$ cat src/rtl/gpio_bidi_pkg.sv
package gpio_bidi_pkg;
  // Register select encoding of the configuration port
  typedef enum logic [0:0] {
    CFG_MODE = 1'b0,
    CFG_DIR  = 1'b1
  } cfg_reg_e;
endpackage

$ cat src/rtl/gpio_cfg_regs.sv
module gpio_cfg_regs
  import gpio_bidi_pkg::*;
#(
  parameter int NPIN = 20
) (
  input  logic            clk,
  input  logic            rst_n,
  input  logic            we,
  input  logic            addr,
  input  logic [NPIN-1:0] wdata,
  output logic [NPIN-1:0] rdata,
  output logic [NPIN-1:0] mode_q,
  output logic [NPIN-1:0] dir_q
);
  logic            mode_ld, dir_ld;
  logic [NPIN-1:0] mode_d, dir_d;

  // next-state
  always_comb begin
    mode_ld = we && (cfg_reg_e'(addr) == CFG_MODE);
    dir_ld  = we && (cfg_reg_e'(addr) == CFG_DIR);
    mode_d  = wdata;
    dir_d   = wdata;
  end

  // registers with explicit clock enables
  always_ff @(posedge clk or negedge rst_n) begin
    if (!rst_n) begin
      mode_q <= '0;
    end else if (mode_ld) begin
      mode_q <= mode_d;
    end
  end

  always_ff @(posedge clk or negedge rst_n) begin
    if (!rst_n) begin
      dir_q <= '0;
    end else if (dir_ld) begin
      dir_q <= dir_d;
    end
  end

  always_comb begin
    rdata = (cfg_reg_e'(addr) == CFG_MODE) ? mode_q : dir_q;
  end


  mode_load_chk: assert property (@(posedge clk) disable iff (!rst_n)
    (we && !addr) |=> (mode_q == $past(wdata)));


  dir_load_chk: assert property (@(posedge clk) disable iff (!rst_n)
    (we && addr) |=> (dir_q == $past(wdata)));


  hold_regs_chk: assert property (@(posedge clk) disable iff (!rst_n)
    !we |=> ($stable(mode_q) && $stable(dir_q)));
endmodule

$ cat src/rtl/gpio_sync2.sv
module gpio_sync2 #(
  parameter int WIDTH = 20
) (
  input  logic             clk,
  input  logic             rst_n,
  input  logic [WIDTH-1:0] async_in,
  output logic [WIDTH-1:0] sync_out
);
  logic [WIDTH-1:0] meta_q, meta_d, sync_d;

  always_comb begin
    meta_d = async_in;
    sync_d = meta_q;
  end

  always_ff @(posedge clk or negedge rst_n) begin
    if (!rst_n) begin
      meta_q   <= '0;
      sync_out <= '0;
    end else begin
      meta_q   <= meta_d;
      sync_out <= sync_d;
    end
  end
endmodule

$ cat src/rtl/gpio_pin_mux.sv
module gpio_pin_mux #(
  parameter int NPIN = 20
) (
  input  logic [NPIN-1:0] mode,
  input  logic [NPIN-1:0] dir,
  input  logic [NPIN-1:0] out_data,
  input  logic [NPIN-1:0] pad_sync,
  output logic [NPIN-1:0] pad_data,
  output logic [NPIN-1:0] pad_en,
  output logic [NPIN-1:0] in_data
);
  for (genvar p = 0; p < NPIN; p++) begin : g_pin
    logic sample_only;
    always_comb begin
      // a bidirectional pin with its direction bit set releases the pad
      sample_only = mode[p] & dir[p];
      pad_en[p]   = ~sample_only;
      pad_data[p] = out_data[p];
      // output-only pins feed a constant low to the processor
      in_data[p]  = mode[p] ? pad_sync[p] : 1'b0;
    end
  end
endmodule

$ cat src/rtl/gpio_bidi_mux.sv
module gpio_bidi_mux #(
  parameter int NPIN = 20
) (
  input  logic            clk,
  input  logic            rst_n,
  input  logic            cfg_we,
  input  logic            cfg_addr,
  input  logic [NPIN-1:0] cfg_wdata,
  output logic [NPIN-1:0] cfg_rdata,
  input  logic [NPIN-1:0] gpo_word,
  input  logic [NPIN-1:0] pad_in,
  output logic [NPIN-1:0] pad_out,
  output logic [NPIN-1:0] pad_oe,
  output logic [NPIN-1:0] gpi_word
);
  logic [NPIN-1:0] mode_q, dir_q, pad_sync;

  gpio_cfg_regs #(.NPIN(NPIN)) u_regs (
    .clk(clk), .rst_n(rst_n), .we(cfg_we), .addr(cfg_addr),
    .wdata(cfg_wdata), .rdata(cfg_rdata), .mode_q(mode_q), .dir_q(dir_q)
  );

  gpio_sync2 #(.WIDTH(NPIN)) u_sync (
    .clk(clk), .rst_n(rst_n), .async_in(pad_in), .sync_out(pad_sync)
  );

  gpio_pin_mux #(.NPIN(NPIN)) u_mux (
    .mode(mode_q), .dir(dir_q), .out_data(gpo_word), .pad_sync(pad_sync),
    .pad_data(pad_out), .pad_en(pad_oe), .in_data(gpi_word)
  );

  // cycles since reset release, saturating, for the latency check
  logic [1:0] age_q, age_d;
  always_comb age_d = (age_q == 2'd3) ? age_q : age_q + 2'd1;
  always_ff @(posedge clk or negedge rst_n) begin
    if (!rst_n) age_q <= '0;
    else        age_q <= age_d;
  end


  outonly_drive_chk: assert property (@(posedge clk) disable iff (!rst_n)
    ((~mode_q & ~pad_oe) == '0));


  outonly_gpi_low_chk: assert property (@(posedge clk) disable iff (!rst_n)
    ((~mode_q & gpi_word) == '0));


  bidi_release_chk: assert property (@(posedge clk) disable iff (!rst_n)
    ((mode_q & dir_q & pad_oe) == '0));


  bidi_drive_chk: assert property (@(posedge clk) disable iff (!rst_n)
    ((mode_q & ~dir_q & ~pad_oe) == '0));


  gpi_latency_chk: assert property (@(posedge clk) disable iff (!rst_n)
    (age_q >= 2'd2) |-> (gpi_word == ($past(pad_in, 2) & mode_q)));
endmodule

$ cat config.mk
export PLATFORM = sky130hd
export DESIGN_NAME = gpio_bidi_mux
export DESIGN_NICKNAME = d
export VERILOG_FILES = /design/src/rtl/gpio_bidi_pkg.sv /design/src/rtl/gpio_cfg_regs.sv /design/src/rtl/gpio_sync2.sv /design/src/rtl/gpio_pin_mux.sv /design/src/rtl/gpio_bidi_mux.sv
export SDC_FILE = /design/constraint.sdc
export NUM_CORES = 1
export LEC_CHECK = 0
export BUFFER_PORTS_ARGS = -buffer_cell sky130_fd_sc_hd__buf_2
export CAP_MARGIN = 30
export CORE_ASPECT_RATIO = 1.4
export CORE_MARGIN = 5
export CORE_UTILIZATION = 50
export DETAILED_ROUTE_END_ITERATION = 8
export HOLD_SLACK_MARGIN = 0.12
export PLACE_DENSITY = 0.85
export SLEW_MARGIN = 20
export SYNTH_ARGS = -nofsm -noshare
export SYNTH_HDL_FRONTEND = slang
export SYNTH_SLANG_ARGS = --single-unit
export TNS_END_PERCENT = 10
$ cat constraint.sdc
create_clock -name clk -period 2.3 [get_ports clk]
set_input_delay 0.46 -clock clk [delete_from_list [all_inputs] [get_ports clk]]
set_output_delay 0.46 -clock clk [all_outputs]
set_load 0.02 [all_outputs]
==> impl_metrics.yaml, run 1 <==
final_layout:
  multi_input_area_sq_um: 888
  stdcell_count: 374
  fill_cells: 453
  antennaDiodeCount: 0
  layout.nets: 365
  area_delta_synth_final_pct: 23.7
  layout-drive-gt1-share_pct: 46.7
  seq_area_sq_um: 2000
logic_synthesis:
  synth_area_sq_um: 3070
  ys_warn_count: 0
  yosysMostFrequentCell: "dfrtp_1"
  syn_nets: 272
  ys_ff_latch: 80
  synth_top_cell_by_area: "dfrtp_1"
  async_flop_share_pct: 100
  synthTopCellsByCount: "dfrtp_1, mux2_1, buf_4, nand2_1"
  ys.flop_type: "dfrtp_1"
  ys_types: 8
  synth-edff-count: 0
  synthTopCellsByArea: "dfrtp_1, mux2_1, mux2_2, buf_4, and2_1"
  syn_inst: 208
  seq_area_frac_synth_pct: 65.1
  syn_avg_cell_area_sq_um: 14.8
  synth_top_area_share_pct: 65.1
sta:
  finalMaxSlewViolations: 0
  finalHoldViolCount: 0
  fmax_mhz: 521
  min_period_over_period_pct: 83.4
  period_needed_ns: 1.92
  skew_ns: 0.00891
  holdWs_ns: 0.225
  tns_ns: 0
  relSlewSlack_pct: 66.2
  setup_viol: 0
  grt_setup_unrepaired: "no"
  tightest_slew_ns: 0.508
setup_path:
  rrSetupSlack_ns: 1.46
  required_ns: 1.84
  cp_max_fo: 12
  r2r_cells: 1
  critical_path_arrival_ns: 1.46
  worstReg2RegEnd: "u_regs.dir_q[11]"
  startpoint_type: "input port"
  critPathCaptureType: "output pin"
  r2r-start: "u_regs.dir_q[11]"
  critPathKind: "input port to output pin"
min_path:
  hold_path.class: "input port to flip-flop"
  whs_endpoint: "u_sync.meta_q[5]"
  min_from: "pad_in[5]"
  hold_path_depth: 1
die:
  fp.dieW_um: 76.3
  die_h_um: 103
  ios: 144
  rows: 33
  core-area_sq_um: 5900
  initial_core_util_pct: 52.0
  die_area_sq_um: 7840
clocking:
  cts_buffer_depth: 2
  cts_tree: "yes"
  htree_levels: 3
  post_cts_buffers: 0
  root_buffer: "clkbuf_8"
  cts_made_buffers: 9
  insertion_delay_ns: 0.33
  path_clk_slew_ns: 0.08
  ctsResizeCount: 0
  cts_num_sinks: 80
placed_design:
  place.gp.congestion: 0.808
  placedCellCount: 359
  port_buffers: 103
  post-dp-hpwl_mm: 4.32
pwr:
  max-vdd-ir-drop_v: 0.000550
  leakage_uw: 0.00184
  power_density_nw_per_um2: 921
routing:
  vias: 1821
  routed_wl_mm: 6.01
  wire_per_inst_um: 16.1
  vias_per_cell: 4.87
  drt_pass1_iterations: 4
  drt-initial-drc-count: 83
  ant_nets: 0
  drc: 0
run_status:
  status: "completed"
global_routing:
  grt_pass1_vias: 2021
  grt_pass1_wl_mm: 9.71
  gr-total-overflow: 0
  antenna_found_initial: 0
  globalRouteTotalUtil_pct: 16.1
  grt_max_degree: 44
run:
  drv_cap: 0
[stage by stage]
stage / util [%] / area [sq um] / total power [uW] / setup WS (ns)
after floorplan: - / 3070 / 2090 / 0.788
after global placement: 60.1 / 3550 / 2290 / 0.395
after detailed placement: 60.1 / 3550 / 2320 / 0.377
after CTS: 64.4 / 3800 / 3560 / 0.368
after global routing: 64.4 / 3800 / 3670 / 0.337
final: 64.4 / 3800 / 3500 / 0.382
[cell type report]
cell class,count,area share (%)
Multi-Input combinational cell,102,23.4
Sequential cell,80,52.6
Clock buffer,11,3.98
Timing Repair Buffer,108,15.3
Clock inverter,3,2.37
Tap cell,70,2.30
[placed cells by master, fill, tap and decap left out]
| cell | Yosys | final |
|---|---|---|
| dfrtp_1 | 80 | 80 |
| and2_1 | 20 | 20 |
| buf_4 | 22 | 3 |
| buf_12 | 0 | 2 |
| buf_2 | 4 | 102 |
| mux2_1 | 40 | 40 |
| bufinv_16 | 0 | 3 |
| nor2b_2 | 0 | 1 |
| mux2_2 | 20 | 20 |
| clkbuf_8 | 0 | 11 |
| nand2_1 | 21 | 21 |
| dlygate4sd3_1 | 0 | 1 |
[power breakdown]
group | switching (uW) | internal [uW]
clock | 454 | 769
sequential | 92.9 | 1550
combinational | 369 | 271
total | 916 | 2590
[how the worst max path moves through the flow]
stage,from,to,slack (ns),depth (start not counted)
2_1_floorplan,cfg_addr,cfg_rdata[0],0.79,2
3_3_place_gp,cfg_addr,cfg_rdata[13],0.40,4
3_5_place_dp,cfg_addr,cfg_rdata[9],0.38,4
4_1_cts,cfg_addr,cfg_rdata[9],0.37,4
5_1_grt,cfg_addr,cfg_rdata[5],0.34,4
6_report,cfg_addr,cfg_rdata[9],0.38,4
[repair_timing]
item / CTS / global route
hold endpoints to repair: 37 / 0
hold buffers: 1 / 0
setup endpoints to repair: 0 / 0
[cells by family (layout without fill, tap and decap cells)]
| group | after synthesis | after routing | synth area share, % |
|---|---|---|---|
| flops | 80 | 80 | 65.1 |
| simple gates | 42 | 42 | 6.84 |
| mux | 60 | 60 | 22.0 |
| buf+inv | 26 | 122 | 6.03 |
[per-layer routing]
metal / global-route usage (%) / vias to the layer above / part of all wire, %
li1: - / 855 / -
met2: 28.5 / 67 / 55
met3: 3.67 / 12 / 5.4
met4: 9.56 / 0 / 2.2
met5: 0 / - / 0
met1: 17.7 / 887 / 38
[critical path, stage by stage]
cell and delay (ns):
buf_2 0.29, buf_12 0.19, mux2_2 0.34, buf_2 0.16
[sequential cells by signal (all words and copies together), names as in the netlist]
name,count
u_regs.dir_q,20
u_regs.mode_q,20
u_sync.meta_q,20
u_sync.sync_out,20
Note: power is estimated with default switching activity, not from simulation.
==> run 2: changes to the inputs <==
--- a/config.mk
+++ b/config.mk
@@ -5,14 +5,15 @@
 export SDC_FILE = /design/constraint.sdc
 export NUM_CORES = 1
 export LEC_CHECK = 0
+export ABC_AREA = 1
 export BUFFER_PORTS_ARGS = -buffer_cell sky130_fd_sc_hd__buf_2
 export CAP_MARGIN = 30
 export CORE_ASPECT_RATIO = 1.4
 export CORE_MARGIN = 5
-export CORE_UTILIZATION = 50
+export CORE_UTILIZATION = 42
 export DETAILED_ROUTE_END_ITERATION = 8
 export HOLD_SLACK_MARGIN = 0.12
-export PLACE_DENSITY = 0.85
+export PLACE_DENSITY = 0.75
 export SLEW_MARGIN = 20
 export SYNTH_ARGS = -nofsm -noshare
 export SYNTH_HDL_FRONTEND = slang
==> constraint.sdc (replaced) <==
create_clock -name clk -period 1.65 [get_ports clk]
set_input_delay 0.33 -clock clk [delete_from_list [all_inputs] [get_ports clk]]
set_output_delay 0.33 -clock clk [all_outputs]
set_load 0.02 [all_outputs]
==> impl_metrics.yaml, run 2 <==
pwr:
  power_density_nw_per_um2: 1110
  leakage_uw: 0.00236
  max-vdd-ir-drop_v: 0.000711
  power_uw: 4540
clocking:
  insertion_delay_ns: 0.35
  cts_num_sinks: 80
  cts_buffer_depth: 2
  path_clk_slew_ns: 0.07
  cts_made_buffers: 9
  ctsResizeCount: 0
  htree_levels: 3
  cts_tree: "yes"
  root_buffer: "clkbuf_8"
setup_path:
  critPathKind: "input port to output pin"
  endpoint: "cfg_rdata[1]"
  r2r-start: "u_regs.mode_q[11]"
  critical_path_arrival_ns: 1.13
  worstReg2RegEnd: "u_regs.mode_q[11]"
  required_ns: 1.32
  critPathMaxStageDelay_ns: 0.27
  rrSetupSlack_ns: 0.97
  startpoint_type: "input port"
  slowest_stage: "inv_4"
  crit_start: "cfg_addr"
  critPathCaptureType: "output pin"
  path_cells: "buf_2 -> inv_4 -> nand2_1 -> nand2_1 -> buf_2"
  r2r_cells: 2
  cp_max_fo: 34
sta:
  relSlewSlack_pct: 72.1
  finalHoldViolCount: 0
  min_period_over_period_pct: 88.2
  finalMaxSlewViolations: 0
  setup_ws_ns: 0.194
  period_needed_ns: 1.46
  fmax_mhz: 687
  tightest_slew_ns: 0.419
  skew_ns: 0.00255
  tns_ns: 0
  setup_viol: 0
  grt_setup_unrepaired: "no"
logic_synthesis:
  yosysMostFrequentCell: "nand2_1"
  ys_ff_latch: 80
  ys_warn_count: 0
  syn_nets: 425
  synth_area_sq_um: 3240
  ys_types: 9
  seq_area_frac_synth_pct: 61.8
  synth_top_area_share_pct: 61.8
  synthTopCellsByArea: "dfrtp_1, nand2_1, buf_4, nand3_1, inv_1"
  async_flop_share_pct: 100
  ys.flop_type: "dfrtp_1"
  syn_inst: 361
  syn_avg_cell_area_sq_um: 8.97
  synth-edff-count: 0
  synthTopCellsByCount: "nand2_1, dfrtp_1, nand3_1, buf_4, inv_1"
  synth_top_cell_by_area: "dfrtp_1"
run_status:
  status: "completed"
final_layout:
  multi_input_area_sq_um: 886
  final_cell_area_sq_um: 4100
  fill_cells: 695
  seq_area_sq_um: 2000
  layout.nets: 530
  final_common_cell: "nand2_1"
  layout-drive-gt1-share_pct: 27.2
  final_cell_mix: "nand2_1, buf_2, dfrtp_1, nand3_1, dlygate4sd3_1"
  stdcell_count: 570
  area_delta_synth_final_pct: 26.6
  antennaDiodeCount: 0
routing:
  vias: 2668
  drt_pass1_iterations: 4
  drc: 0
  vias_per_cell: 4.68
  ant_nets: 0
  drt-initial-drc-count: 186
  wire_per_inst_um: 13.5
  routed_wl_mm: 7.69
global_routing:
  grt_pass1_wl_mm: 12.9
  antenna_found_initial: 0
  grt_pass1_vias: 2769
  globalRouteTotalUtil_pct: 16.9
  gr-total-overflow: 0
  grt_max_degree: 81
placed_design:
  pre_cts_ws_ns: 0.212
  placed_area_sq_um: 3680
  post-dp-hpwl_mm: 5.13
  place.gp.congestion: 0.812
  port_buffers: 103
  placedCellCount: 534
min_path:
  min_from: "cfg_wdata[13]"
  hold_path.class: "input port to flip-flop"
die:
  die_h_um: 114
  ios: 144
  die_area_sq_um: 9590
  initial_core_util_pct: 42.3
  rows: 38
  fp.dieW_um: 84.2
  core-area_sq_um: 7650
run:
  drv_cap: 0
[run 2: cell count changes in the layout (fill, tap and decap cells not counted), sizes merged, moves of 2 or more]
cell and delta:
inv +21, nand3 +40, mux2 -60, and2 -20, buf +4, nand2 +161
bufinv -2, dlygate4sd3 +20, clkinv +2
[run 2: worst min path at each step]
stage,end,slack [ns],cells past startpoint
2_1_floorplan,u_regs.dir_q[0],0.03,0
3_3_place_gp,u_sync.sync_out[5],0.33,0
3_5_place_dp,u_sync.sync_out[7],0.34,0
4_1_cts,u_regs.dir_q[13],0.20,3
5_1_grt,u_regs.mode_q[3],0.22,3
6_report,u_regs.dir_q[13],0.23,3
[run 2: cell type report]
type	count	share of cell area (%)
Clock buffer	12	4.03
Multi-Input combinational cell	222	21.6
Inverter	21	1.98
Sequential cell	80	48.8
Tap cell	100	3.05
Timing Repair Buffer	132	19.5
Clock inverter	3	0.977
[run 2: kinds of logic after synthesis]
logic type / share of synthesized area (%)
buffers and inverters: 10.9
DFF: 61.8
and+or+nand+nor: 27.3
[run 2: timing repair]
action	in CTS	in global routing
hold buffers	21	0
hold endpoints to repair	100	0
buffers inserted	0	0
[run 2: worst max-delay path, delay by kind of cell]
kind | cells | cell delay [ns]
buffers and inverters | 3 | 0.57
AND/OR/NAND/NOR | 2 | 0.22
[run 2: routing by layer]
metal	up-vias	GRT usage [%]	share of wire, %
met5	-	0	0
met2	94	29.9	53
li1	1281	-	-
met1	1273	18.3	38
met3	20	4.55	5.9
met4	0	9.12	3.1
[run 2: per-stage QoR]
stage                     hold slack, ns  util [%]
after floorplan                   0.0344         -
after global placement             0.333      48.1
after detailed placement           0.336      48.1
after CTS                          0.203      53.6
after global routing               0.221      53.6
final                              0.227      53.6
[run 2: power by group]
| part | switching (uW) | internal, uW |
|---|---|---|
| Combinational | 515 | 292 |
| Sequential | 131 | 2130 |
| Clock | 664 | 810 |
